<file path="src/rtl/egress_tx_pkg.sv">
package egress_tx_pkg;

   typedef enum logic [2:0] {
      ST_IDLE   = 3'd0,
      ST_SCHED  = 3'd1,
      ST_OPEN   = 3'd2,
      ST_XFER   = 3'd3,
      ST_CLOSE  = 3'd4,
      ST_FREE   = 3'd5,
      ST_RTXACK = 3'd6
   } tx_state_e;

   localparam int EV_W        = 5;
   localparam int EV_RAW_DONE = 0;
   localparam int EV_TOUT     = 1;
   localparam int EV_DMA_NIL  = 2;
   localparam int EV_SCH_NIL  = 3;
   localparam int EV_ZERO_LEN = 4;

endpackage

</file>
<file path="src/rtl/egress_tx_timer.sv">
module egress_tx_timer #(
   parameter int TOUT_W      = 16,
   parameter int TICK_CYCLES = 2859375
) (
   input  logic              clk,
   input  logic              rst_n,
   input  logic              run,
   input  logic [TOUT_W-1:0] limit,
   output logic              fire
);

   localparam logic [TOUT_W-1:0] ONE = TOUT_W'(1);

   logic              tick;
   logic [TOUT_W-1:0] tcnt_q;

   generate
      if (TICK_CYCLES < 1) begin : g_bad_tick
         $error("TICK_CYCLES must be at least 1");
      end
      if (TICK_CYCLES > 1) begin : g_prescale
         localparam int PRE_W = $clog2(TICK_CYCLES);
         localparam logic [PRE_W-1:0] PRE_LAST = PRE_W'(TICK_CYCLES - 1);
         logic [PRE_W-1:0] pre_q;
         always_ff @(posedge clk or negedge rst_n) begin
            if (!rst_n)      pre_q <= '0;
            else if (!run)   pre_q <= '0;
            else if (tick)   pre_q <= '0;
            else             pre_q <= pre_q + 1'b1;
         end
         assign tick = (pre_q == PRE_LAST);
      end else begin : g_direct
         assign tick = 1'b1;
      end
   endgenerate

   always_ff @(posedge clk or negedge rst_n) begin
      if (!rst_n)     tcnt_q <= '0;
      else if (!run)  tcnt_q <= '0;
      else if (tick)  tcnt_q <= tcnt_q + ONE;
   end

   assign fire = run && tick && (tcnt_q == limit - ONE);

endmodule

</file>
<file path="src/rtl/egress_tx_ctl.sv">
module egress_tx_ctl #(
   parameter int ADDR_W = 15,
   parameter int HDR_W  = 8,
   parameter int OFFS_W = 8,
   parameter int BODY_W = 16
) (
   input  logic              clk,
   input  logic              rst_n,
   input  logic              ctl_wr,
   input  logic              ctl_act,
   input  logic              ctl_tout_en,
   input  logic              ctl_rtx,
   input  logic              act_clr,
   input  logic              pkt_start,
   input  logic              raw_go,
   input  logic [ADDR_W-1:0] raw_head,
   input  logic [HDR_W-1:0]  raw_hdr_len,
   input  logic [OFFS_W-1:0] raw_offset,
   input  logic [BODY_W-1:0] raw_body_len,
   input  logic              raw_clr,
   output logic              act_q,
   output logic              tout_en_q,
   output logic              rtx_shadow_q,
   output logic              rtx_work_q,
   output logic              raw_busy_q,
   output logic [ADDR_W-1:0] raw_head_q,
   output logic [HDR_W-1:0]  raw_hdr_q,
   output logic [OFFS_W-1:0] raw_offs_q,
   output logic [BODY_W-1:0] raw_body_q
);

   // activate: hardware clear wins over a write in the same cycle
   always_ff @(posedge clk or negedge rst_n) begin
      if (!rst_n) begin
         act_q        <= 1'b0;
         tout_en_q    <= 1'b0;
         rtx_shadow_q <= 1'b0;
      end else begin
         if (act_clr)      act_q <= 1'b0;
         else if (ctl_wr)  act_q <= ctl_act;
         if (ctl_wr) begin
            tout_en_q    <= ctl_tout_en;
            rtx_shadow_q <= ctl_rtx;
         end
      end
   end

   always_ff @(posedge clk or negedge rst_n) begin
      if (!rst_n)         rtx_work_q <= 1'b0;
      else if (pkt_start) rtx_work_q <= rtx_shadow_q;
   end

   always_ff @(posedge clk or negedge rst_n) begin
      if (!rst_n) begin
         raw_busy_q <= 1'b0;
         raw_head_q <= '0;
         raw_hdr_q  <= '0;
         raw_offs_q <= '0;
         raw_body_q <= '0;
      end else if (raw_clr) begin
         raw_busy_q <= 1'b0;
      end else if (raw_go && !raw_busy_q) begin
         raw_busy_q <= 1'b1;
         raw_head_q <= raw_head;
         raw_hdr_q  <= raw_hdr_len;
         raw_offs_q <= raw_offset;
         raw_body_q <= raw_body_len;
      end
   end

endmodule

</file>
<file path="src/rtl/egress_tx_fsm.sv">
module egress_tx_fsm
   import egress_tx_pkg::*;
#(
   parameter int ADDR_W  = 15,
   parameter int PORT_W  = 7,
   parameter int NO_PORT = 71,
   parameter int HDR_W   = 8,
   parameter int OFFS_W  = 8,
   parameter int BODY_W  = 16
) (
   input  logic              clk,
   input  logic              rst_n,
   input  logic              act,
   input  logic              raw_busy,
   input  logic [ADDR_W-1:0] raw_head,
   input  logic [HDR_W-1:0]  raw_hdr,
   input  logic [OFFS_W-1:0] raw_offs,
   input  logic [BODY_W-1:0] raw_body,
   input  logic [PORT_W-1:0] port_num,
   input  logic              rtx_work,
   input  logic              sch_valid,
   input  logic [ADDR_W-1:0] sch_head,
   input  logic [HDR_W-1:0]  sch_hdr,
   input  logic [BODY_W-1:0] sch_body,
   input  logic              dma_cmd_ack,
   input  logic              dma_done,
   input  logic              dma_nil,
   input  logic              tout_fire,
   output tx_state_e         st_q,
   output logic              pkt_start,
   output logic              act_clr,
   output logic              raw_clr,
   output logic [EV_W-1:0]   ev_q,
   output logic [ADDR_W-1:0] ctx_head,
   output logic [HDR_W-1:0]  ctx_hdr,
   output logic [OFFS_W-1:0] ctx_offs,
   output logic [BODY_W-1:0] ctx_body,
   output logic              ctx_raw,
   output logic              sch_req,
   output logic              dma_cmd_valid
);

   localparam logic [ADDR_W-1:0] NIL_ADDR  = '1;
   localparam logic [PORT_W-1:0] NO_PORT_V = PORT_W'(NO_PORT);

   tx_state_e       nxt;
   logic [EV_W-1:0] ev_n;
   logic            load_sch, load_raw;

   always_comb begin
      nxt       = st_q;
      pkt_start = 1'b0;
      act_clr   = 1'b0;
      raw_clr   = 1'b0;
      load_sch  = 1'b0;
      load_raw  = 1'b0;
      ev_n      = '0;
      ev_n[EV_TOUT] = tout_fire;
      case (st_q)
         ST_IDLE:
            if (act && (raw_busy || port_num != NO_PORT_V)) begin
               pkt_start = 1'b1;
               if (raw_busy) begin
                  load_raw = 1'b1;
                  nxt      = ST_OPEN;
               end else begin
                  nxt      = ST_SCHED;
               end
            end
         ST_SCHED:
            if (sch_valid) begin
               if (sch_head == NIL_ADDR) begin
                  ev_n[EV_SCH_NIL] = 1'b1;
                  nxt = ST_IDLE;
               end else if (sch_hdr == '0 && sch_body == '0) begin
                  ev_n[EV_ZERO_LEN] = 1'b1;
                  nxt = ST_IDLE;
               end else begin
                  load_sch = 1'b1;
                  nxt      = ST_OPEN;
               end
            end
         ST_OPEN:
            if (dma_cmd_ack) nxt = ST_XFER;
         ST_XFER:
            if (dma_nil) begin
               ev_n[EV_DMA_NIL] = 1'b1;
               act_clr = 1'b1;
               nxt     = ST_FREE;
            end else if (dma_done) begin
               nxt = ST_CLOSE;
            end
         ST_CLOSE:
            if (dma_cmd_ack) nxt = rtx_work ? ST_RTXACK : ST_FREE;
         ST_FREE, ST_RTXACK:
            if (dma_cmd_ack) begin
               nxt = ST_IDLE;
               if (ctx_raw) begin
                  raw_clr = 1'b1;
                  ev_n[EV_RAW_DONE] = 1'b1;
               end
            end
         default: nxt = ST_IDLE;
      endcase
   end

   always_ff @(posedge clk or negedge rst_n) begin
      if (!rst_n) begin
         st_q <= ST_IDLE;
         ev_q <= '0;
      end else begin
         st_q <= nxt;
         ev_q <= ev_n;
      end
   end

   always_ff @(posedge clk or negedge rst_n) begin
      if (!rst_n) begin
         ctx_head <= '0;
         ctx_hdr  <= '0;
         ctx_offs <= '0;
         ctx_body <= '0;
         ctx_raw  <= 1'b0;
      end else if (load_raw) begin
         ctx_head <= raw_head;
         ctx_hdr  <= raw_hdr;
         ctx_offs <= raw_offs;
         ctx_body <= raw_body;
         ctx_raw  <= 1'b1;
      end else if (load_sch) begin
         ctx_head <= sch_head;
         ctx_hdr  <= sch_hdr;
         ctx_offs <= '0;
         ctx_body <= sch_body;
         ctx_raw  <= 1'b0;
      end
   end

   assign sch_req       = (st_q == ST_SCHED);
   assign dma_cmd_valid = (st_q == ST_OPEN) || (st_q == ST_CLOSE) ||
                          (st_q == ST_FREE) || (st_q == ST_RTXACK);


   zero_len_chk: assert property (@(posedge clk) disable iff (!rst_n)
      ev_q[EV_ZERO_LEN] |-> (st_q == ST_IDLE) && !ev_q[EV_SCH_NIL]);


   sch_nil_chk: assert property (@(posedge clk) disable iff (!rst_n)
      ev_q[EV_SCH_NIL] |-> (st_q == ST_IDLE) && ($past(st_q) == ST_SCHED));


   cmd_step_chk: assert property (@(posedge clk) disable iff (!rst_n)
      (dma_cmd_valid && !dma_cmd_ack) |=> $stable(st_q));

endmodule

</file>
<file path="src/rtl/egress_tx_seq.sv">
module egress_tx_seq
   import egress_tx_pkg::*;
#(
   parameter int ADDR_W      = 15,
   parameter int PORT_W      = 7,
   parameter int NO_PORT     = 71,
   parameter int HDR_W       = 8,
   parameter int OFFS_W      = 8,
   parameter int BODY_W      = 16,
   parameter int TOUT_W      = 16,
   parameter int TICK_CYCLES = 2859375
) (
   input  logic              clk,
   input  logic              rst_n,
   input  logic              ctl_wr,
   input  logic              ctl_act,
   input  logic              ctl_tout_en,
   input  logic              ctl_rtx,
   input  logic [PORT_W-1:0] port_num,
   input  logic [TOUT_W-1:0] tout_value,
   input  logic              raw_go,
   input  logic [ADDR_W-1:0] raw_head,
   input  logic [HDR_W-1:0]  raw_hdr_len,
   input  logic [OFFS_W-1:0] raw_offset,
   input  logic [BODY_W-1:0] raw_body_len,
   output logic              sch_req,
   output logic [PORT_W-1:0] sch_port,
   input  logic              sch_valid,
   input  logic [ADDR_W-1:0] sch_head,
   input  logic [HDR_W-1:0]  sch_hdr_len,
   input  logic [BODY_W-1:0] sch_body_len,
   output logic              dma_cmd_valid,
   output logic [2:0]        dma_cmd,
   input  logic              dma_cmd_ack,
   input  logic              dma_done,
   input  logic              dma_nil,
   input  logic              tx_stall,
   output logic [ADDR_W-1:0] ctx_head,
   output logic [HDR_W-1:0]  ctx_hdr_len,
   output logic [OFFS_W-1:0] ctx_offset,
   output logic [BODY_W-1:0] ctx_body_len,
   output logic              ctx_raw,
   output logic              drain_o,
   output logic              act_o,
   output logic              rtx_shadow_o,
   output logic              rtx_work_o,
   output logic              raw_busy_o,
   output logic [2:0]        state_o,
   output logic [EV_W-1:0]   evt_o
);

   generate
      if (NO_PORT < 0 || NO_PORT >= (1 << PORT_W)) begin : g_bad_port
         $error("NO_PORT must fit in PORT_W bits");
      end
      if (ADDR_W < 2 || TOUT_W < 1) begin : g_bad_width
         $error("ADDR_W and TOUT_W out of range");
      end
   endgenerate

   tx_state_e         st;
   logic              pkt_start, act_clr, raw_clr, tout_en, fire, run, drain_q;
   logic [ADDR_W-1:0] r_head;
   logic [HDR_W-1:0]  r_hdr;
   logic [OFFS_W-1:0] r_offs;
   logic [BODY_W-1:0] r_body;

   egress_tx_ctl #(
      .ADDR_W(ADDR_W), .HDR_W(HDR_W), .OFFS_W(OFFS_W), .BODY_W(BODY_W)
   ) u_ctl (
      .clk(clk), .rst_n(rst_n),
      .ctl_wr(ctl_wr), .ctl_act(ctl_act), .ctl_tout_en(ctl_tout_en), .ctl_rtx(ctl_rtx),
      .act_clr(act_clr), .pkt_start(pkt_start),
      .raw_go(raw_go), .raw_head(raw_head), .raw_hdr_len(raw_hdr_len),
      .raw_offset(raw_offset), .raw_body_len(raw_body_len), .raw_clr(raw_clr),
      .act_q(act_o), .tout_en_q(tout_en), .rtx_shadow_q(rtx_shadow_o),
      .rtx_work_q(rtx_work_o), .raw_busy_q(raw_busy_o),
      .raw_head_q(r_head), .raw_hdr_q(r_hdr), .raw_offs_q(r_offs), .raw_body_q(r_body)
   );

   egress_tx_fsm #(
      .ADDR_W(ADDR_W), .PORT_W(PORT_W), .NO_PORT(NO_PORT),
      .HDR_W(HDR_W), .OFFS_W(OFFS_W), .BODY_W(BODY_W)
   ) u_fsm (
      .clk(clk), .rst_n(rst_n),
      .act(act_o), .raw_busy(raw_busy_o),
      .raw_head(r_head), .raw_hdr(r_hdr), .raw_offs(r_offs), .raw_body(r_body),
      .port_num(port_num), .rtx_work(rtx_work_o),
      .sch_valid(sch_valid), .sch_head(sch_head), .sch_hdr(sch_hdr_len), .sch_body(sch_body_len),
      .dma_cmd_ack(dma_cmd_ack), .dma_done(dma_done), .dma_nil(dma_nil),
      .tout_fire(fire),
      .st_q(st), .pkt_start(pkt_start), .act_clr(act_clr), .raw_clr(raw_clr),
      .ev_q(evt_o),
      .ctx_head(ctx_head), .ctx_hdr(ctx_hdr_len), .ctx_offs(ctx_offset),
      .ctx_body(ctx_body_len), .ctx_raw(ctx_raw),
      .sch_req(sch_req), .dma_cmd_valid(dma_cmd_valid)
   );

   assign run = tout_en && (tout_value != '0) && (st == ST_XFER) && tx_stall && !drain_q;

   egress_tx_timer #(
      .TOUT_W(TOUT_W), .TICK_CYCLES(TICK_CYCLES)
   ) u_timer (
      .clk(clk), .rst_n(rst_n), .run(run), .limit(tout_value), .fire(fire)
   );

   always_ff @(posedge clk or negedge rst_n) begin
      if (!rst_n)         drain_q <= 1'b0;
      else if (fire)      drain_q <= 1'b1;
      else if (!tx_stall) drain_q <= 1'b0;
   end

   assign drain_o  = drain_q;
   assign state_o  = st;
   assign dma_cmd  = st;
   assign sch_port = port_num;


   dma_nil_chk: assert property (@(posedge clk) disable iff (!rst_n)
      evt_o[EV_DMA_NIL] |-> !act_o && (st == ST_FREE));


   rtx_hold_chk: assert property (@(posedge clk) disable iff (!rst_n)
      ($past(st) != ST_IDLE) |-> $stable(rtx_work_o));


   raw_done_chk: assert property (@(posedge clk) disable iff (!rst_n)
      evt_o[EV_RAW_DONE] |-> !raw_busy_o && (st == ST_IDLE));


   tout_drain_chk: assert property (@(posedge clk) disable iff (!rst_n)
      evt_o[EV_TOUT] |-> drain_o);


   no_port_chk: assert property (@(posedge clk) disable iff (!rst_n)
      (st == ST_IDLE && port_num == PORT_W'(NO_PORT) && !raw_busy_o) |=> (st != ST_SCHED));


   idle_hold_chk: assert property (@(posedge clk) disable iff (!rst_n)
      (st == ST_IDLE && !act_o) |=> (st == ST_IDLE));

endmodule

</file>
<file path="config.mk">
export PLATFORM = sky130hd
export DESIGN_NAME = egress_tx_seq
export DESIGN_NICKNAME = d
export VERILOG_FILES = /design/src/rtl/egress_tx_pkg.sv /design/src/rtl/egress_tx_timer.sv /design/src/rtl/egress_tx_ctl.sv /design/src/rtl/egress_tx_fsm.sv /design/src/rtl/egress_tx_seq.sv
export SDC_FILE = /design/constraint.sdc
export NUM_CORES = 1
export LEC_CHECK = 0
export CAP_MARGIN = 20
export CORE_UTILIZATION = 38
export DETAILED_ROUTE_END_ITERATION = 7
export DONT_BUFFER_PORTS = 1
export GPL_TIMING_DRIVEN = 0
export SYNTH_ARGS = -nofsm -noshare
export SYNTH_HDL_FRONTEND = slang
export SYNTH_SLANG_ARGS = --single-unit
</file>
<file path="constraint.sdc">
create_clock -name clk -period 2.95 [get_ports clk]
set_clock_uncertainty 0.15 [all_clocks]
set_input_delay 0.295 -clock clk [delete_from_list [all_inputs] [get_ports clk]]
set_output_delay 0.295 -clock clk [all_outputs]
set_load 0.01 [all_outputs]
</file>
==> flow_summary_export.csv <==
group,metric,value,unit
drt,vias,5576,
clocking,clk_pin_slew_worst_paths,0.07,ns
synthesis,synth_async_sr_flop_share,1.000,
clocking,cts_hold_buf,99,
clocking,numCtsBuffers,17,
power_and_ir_drop,p_leak,3.641,nW
clocking,cts_tree,"done",
synthesis,synth-xor-area-share,0.07029,
clocking,cts_setup_buffers,0,
worst_setup_path,cpPeakStageDelay,0.48,ns
worst_setup_path,cp-start-kind,"flip-flop",
timing,hold_violations,147,
floorplan,die_w,139.9,µm
worst_setup_path,crit_path_end_kind,"flip-flop",
synthesis,yosysSeqAreaShare,0.5090,
floorplan,die_h,139.9,µm
timing,post-route-min-period,2.727,ns
synthesis,synth_fa_ha_area_frac,0.008657,
power_and_ir_drop,peakVddDrop,0.3780,mV
synthesis,synth_top_family_by_area,"simple AND/OR/NAND/NOR gates",
floorplan,coreArea,18640,µm²
global_route,grt_start_max_net_pins,148,
final_layout,stdcell_count,1032,
global_route,grt_first_pass_wirelength,31.03,mm
timing,rsz0062_at_grt,"no",
timing,holdWs,-0.5819,ns
final_layout,final_cell_mix,"147 x dfrtp_1, 99 x dlygate4sd3_1, 98 x nor2_1",
synthesis,ys.flop_type,"dfrtp_1",
timing,slew_headroom,0.5217,
drt,ant_nets,0,
timing,max_slew.worst_pin.slew,0.7108,ns
worst_setup_path,cp_data_arrival_time,2.87,ns
drt,first_pass_iters,4,
clocking,ctsRootBufferMaster,"clkbuf_16",
worst_setup_path,path_class,"flip-flop to flip-flop",
synthesis,synth-edff-count,0,
final_layout,num-fill-cells,1657,
clocking,ctsHtreeMaxLevel,4,
clocking,clkLatencyLatePin,0.42,ns
final_layout,drive_gt1_frac,0.1654,
timing,fin_tns_setup,0,ns
synthesis,ys_types,55,
global_route,grt-ovfl-total,0,
timing,fmax,366.7,MHz
synthesis,syn-cell-area,7227,µm²
final_layout,n_antenna_cell,0,
drt,viasPerCell,5.403,
run,maxCapViolations,0,
drt,postRouteWirelength,19.10,mm
drt,initialDrtViolationCount,261,
synthesis,synthSimpleGateAreaFrac,0.1674,
global_route,grt_pass1_vias,5850,
power_and_ir_drop,power_density,817.3,nW/µm²
floorplan,die_area,19570,µm²
timing,drv_slew,0,
synthesis,avgSynthCellArea,10.85,µm²
place,dp_cells,900,
global_route,track_usage,0.2016,
clocking,cts_buffer_depth,2,
run_status,outcome,"complete, but fails checks",
synthesis,syn_nets,792,
worst_setup_path,crit_fanout,10,
timing,fin_crit_sh,0.9244,
worst_setup_path,crit_top_cell,"buf_2",
timing,setup_violations,0,
floorplan,rows,50,
synthesis,synthMuxAreaShare,0.1333,
final_layout,layout_commonest_cell,"dfrtp_1",
clocking,cts.repair.resized,0,
synthesis,ys_ff_latch,147,
drt,drc,0,
place,gp_congestion,0.8507,
synthesis,syn_inst,666,
clocking,clock_sinks,147,
worst_setup_path,required,3.10,ns
final_layout,syn_to_final_growth,25.99,%
drt,wire_per_inst,18.50,µm
worst_setup_path,cp_top_family,"buffers and inverters",
place,dpl_cell_area,7520,µm²
floorplan,initial_core_util,0.3877,
run_status,violations,"negative hold slack",
place,portBuffers,0,
min_path,min_path_type,"primary input to async pin",
worst_setup_path,worstPathCellList,"buf_4, nor2b_1, and2_2, nand2_1, o31ai_2, buf_2, buf_2, a21oi_1",
final_layout,design_area,9105,µm²
final_layout,layout.nets,911,
place,hpwl,13.39,mm
synthesis,synth_compound_gate_area_share,0.06873,
worst_setup_path,critical_path.slowest_cell,"o31ai_2",
worst_setup_path,critPathBufInv,3,
global_route,antenna_found_initial,0,
floorplan,io_pins,194,
synthesis,yosys_warnings,0,
final timing paths:
path | start | endpoint | slack, ns | cells past startpoint
worst min-delay path | rst_n | u_ctl.act_q$_DFFE_PN0P_ | -0.58 | 0
worst max-delay path | u_fsm.st_q[0]$_DFFE_PN0P_ | u_fsm.ctx_body[1]$_DFFE_PN0P_ | 0.22 | 8
min in group clk | sch_hdr_len[4] | u_fsm.ctx_hdr[4]$_DFFE_PN0P_ | 0.02 | 2
worst max register to register | u_fsm.st_q[0]$_DFFE_PN0P_ | u_fsm.ctx_body[1]$_DFFE_PN0P_ | 0.22 | 8
max in group asynchronous | rst_n | u_timer.tcnt_q[15]$_DFFE_PN0P_ | 2.99 | 0
worst min register to register | u_ctl.raw_offs_q[0]$_DFFE_PN0P_ | u_fsm.ctx_offs[0]$_DFFE_PN0P_ | 0.35 | 1
cells by family after synthesis:
logic type	after synthesis
and+or+nand+nor	228
DFF	147
muxes	90
AOI/OAI and AO/OA	83
xor gates and xnor gates	58
buffers and inverters	55
adders and majority gates	5
report_power, final:
group	total (mW)	internal (mW)	switching, mW
clock network	2.14	1.23	0.906
registers	3.38	2.70	0.679
logic	1.92	0.954	0.966
total	7.44	4.89	2.55
stage by stage:
| step | power [mW] | hold WS [ns] | setup slack [ns] | util |
|---|---|---|---|---|
| after detailed placement | 5.183 | -0.1459 | 0.2196 | 0.4034 |
| after global routing | 7.841 | -0.6071 | 0.04078 | 0.4884 |
| after global placement | 5.078 | -0.1458 | 0.3047 | 0.4034 |
| final | 7.441 | -0.5819 | 0.2230 | 0.4884 |
| after CTS | 7.466 | -0.6002 | 0.2431 | 0.4881 |
| after floorplan | 4.648 | -0.1506 | 0.7914 | - |
routing by layer:
layer  wire (µm)  track usage  share of wire  vias to the layer above
met1        8210       0.2548           0.43                     2792
met5           0            0              0                        -
met2        9249       0.3295           0.48                      180
li1            -            -              -                     2571
met4         417      0.06883          0.022                        0
met3        1218      0.05915          0.064                       33
cell usage after synthesis, types with 2 or more instances:
cell | n | share of area
nand3_1 | 22 | 0.015
nor4bb_1 | 2 | 0.0028
mux2_2 | 50 | 0.078
nand4_1 | 17 | 0.015
buf_2 | 15 | 0.010
a41oi_1 | 2 | 0.0024
nor3b_2 | 5 | 0.0087
o211ai_1 | 2 | 0.0021
a21oi_1 | 49 | 0.034
a211oi_1 | 3 | 0.0031
buf_6 | 5 | 0.0078
nand4b_1 | 2 | 0.0024
inv_1 | 12 | 0.0062
nor4_2 | 2 | 0.0035
a22o_1 | 10 | 0.012
o21ai_0 | 10 | 0.0069
nand2_1 | 24 | 0.012
nor3_1 | 10 | 0.0069
buf_4 | 12 | 0.012
ha_1 | 5 | 0.0087
and2_1 | 2 | 0.0017
and3_1 | 6 | 0.0052
or3_1 | 5 | 0.0043
nor4_1 | 11 | 0.0095
nand2b_1 | 2 | 0.0017
xnor2_1 | 38 | 0.046
mux2i_1 | 40 | 0.055
nor2_1 | 98 | 0.051
nor2b_1 | 2 | 0.0017
nor3_2 | 2 | 0.0028
clkbuf_1 | 11 | 0.0057
nor4b_1 | 2 | 0.0024
dfrtp_1 | 147 | 0.51
xor2_1 | 20 | 0.024
cell type report:
type                            count  area (µm²)  area share
Clock buffer                       19       452.9     0.04975
Tap cell                          234       292.8     0.03216
Timing Repair Buffer              100       996.0      0.1094
Buffer                             43       262.8     0.02886
Clock inverter                     13       136.4     0.01498
Sequential cell                   147        3679      0.4040
Inverter                           12       45.04    0.004947
Multi-Input combinational cell    464        3241      0.3559
state kept, by name (all words and copies together), names as in the netlist:
signal / flops
u_ctl.raw_busy_q: 1
u_ctl.raw_body_q: 16
drain_o: 1
u_fsm.ctx_hdr: 8
u_ctl.raw_offs_q: 8
u_timer.g_prescale.pre_q: 22
u_fsm.ctx_offs: 8
u_fsm.ev_q: 5
u_ctl.rtx_work_q: 1
u_fsm.ctx_raw: 1
u_fsm.st_q: 3
u_fsm.ctx_body: 16
u_ctl.raw_hdr_q: 8
u_timer.tcnt_q: 16
u_ctl.act_q: 1
u_ctl.tout_en_q: 1
u_ctl.raw_head_q: 15
u_ctl.rtx_shadow_q: 1
u_fsm.ctx_head: 15
Power figures use the tool's default switching activity.
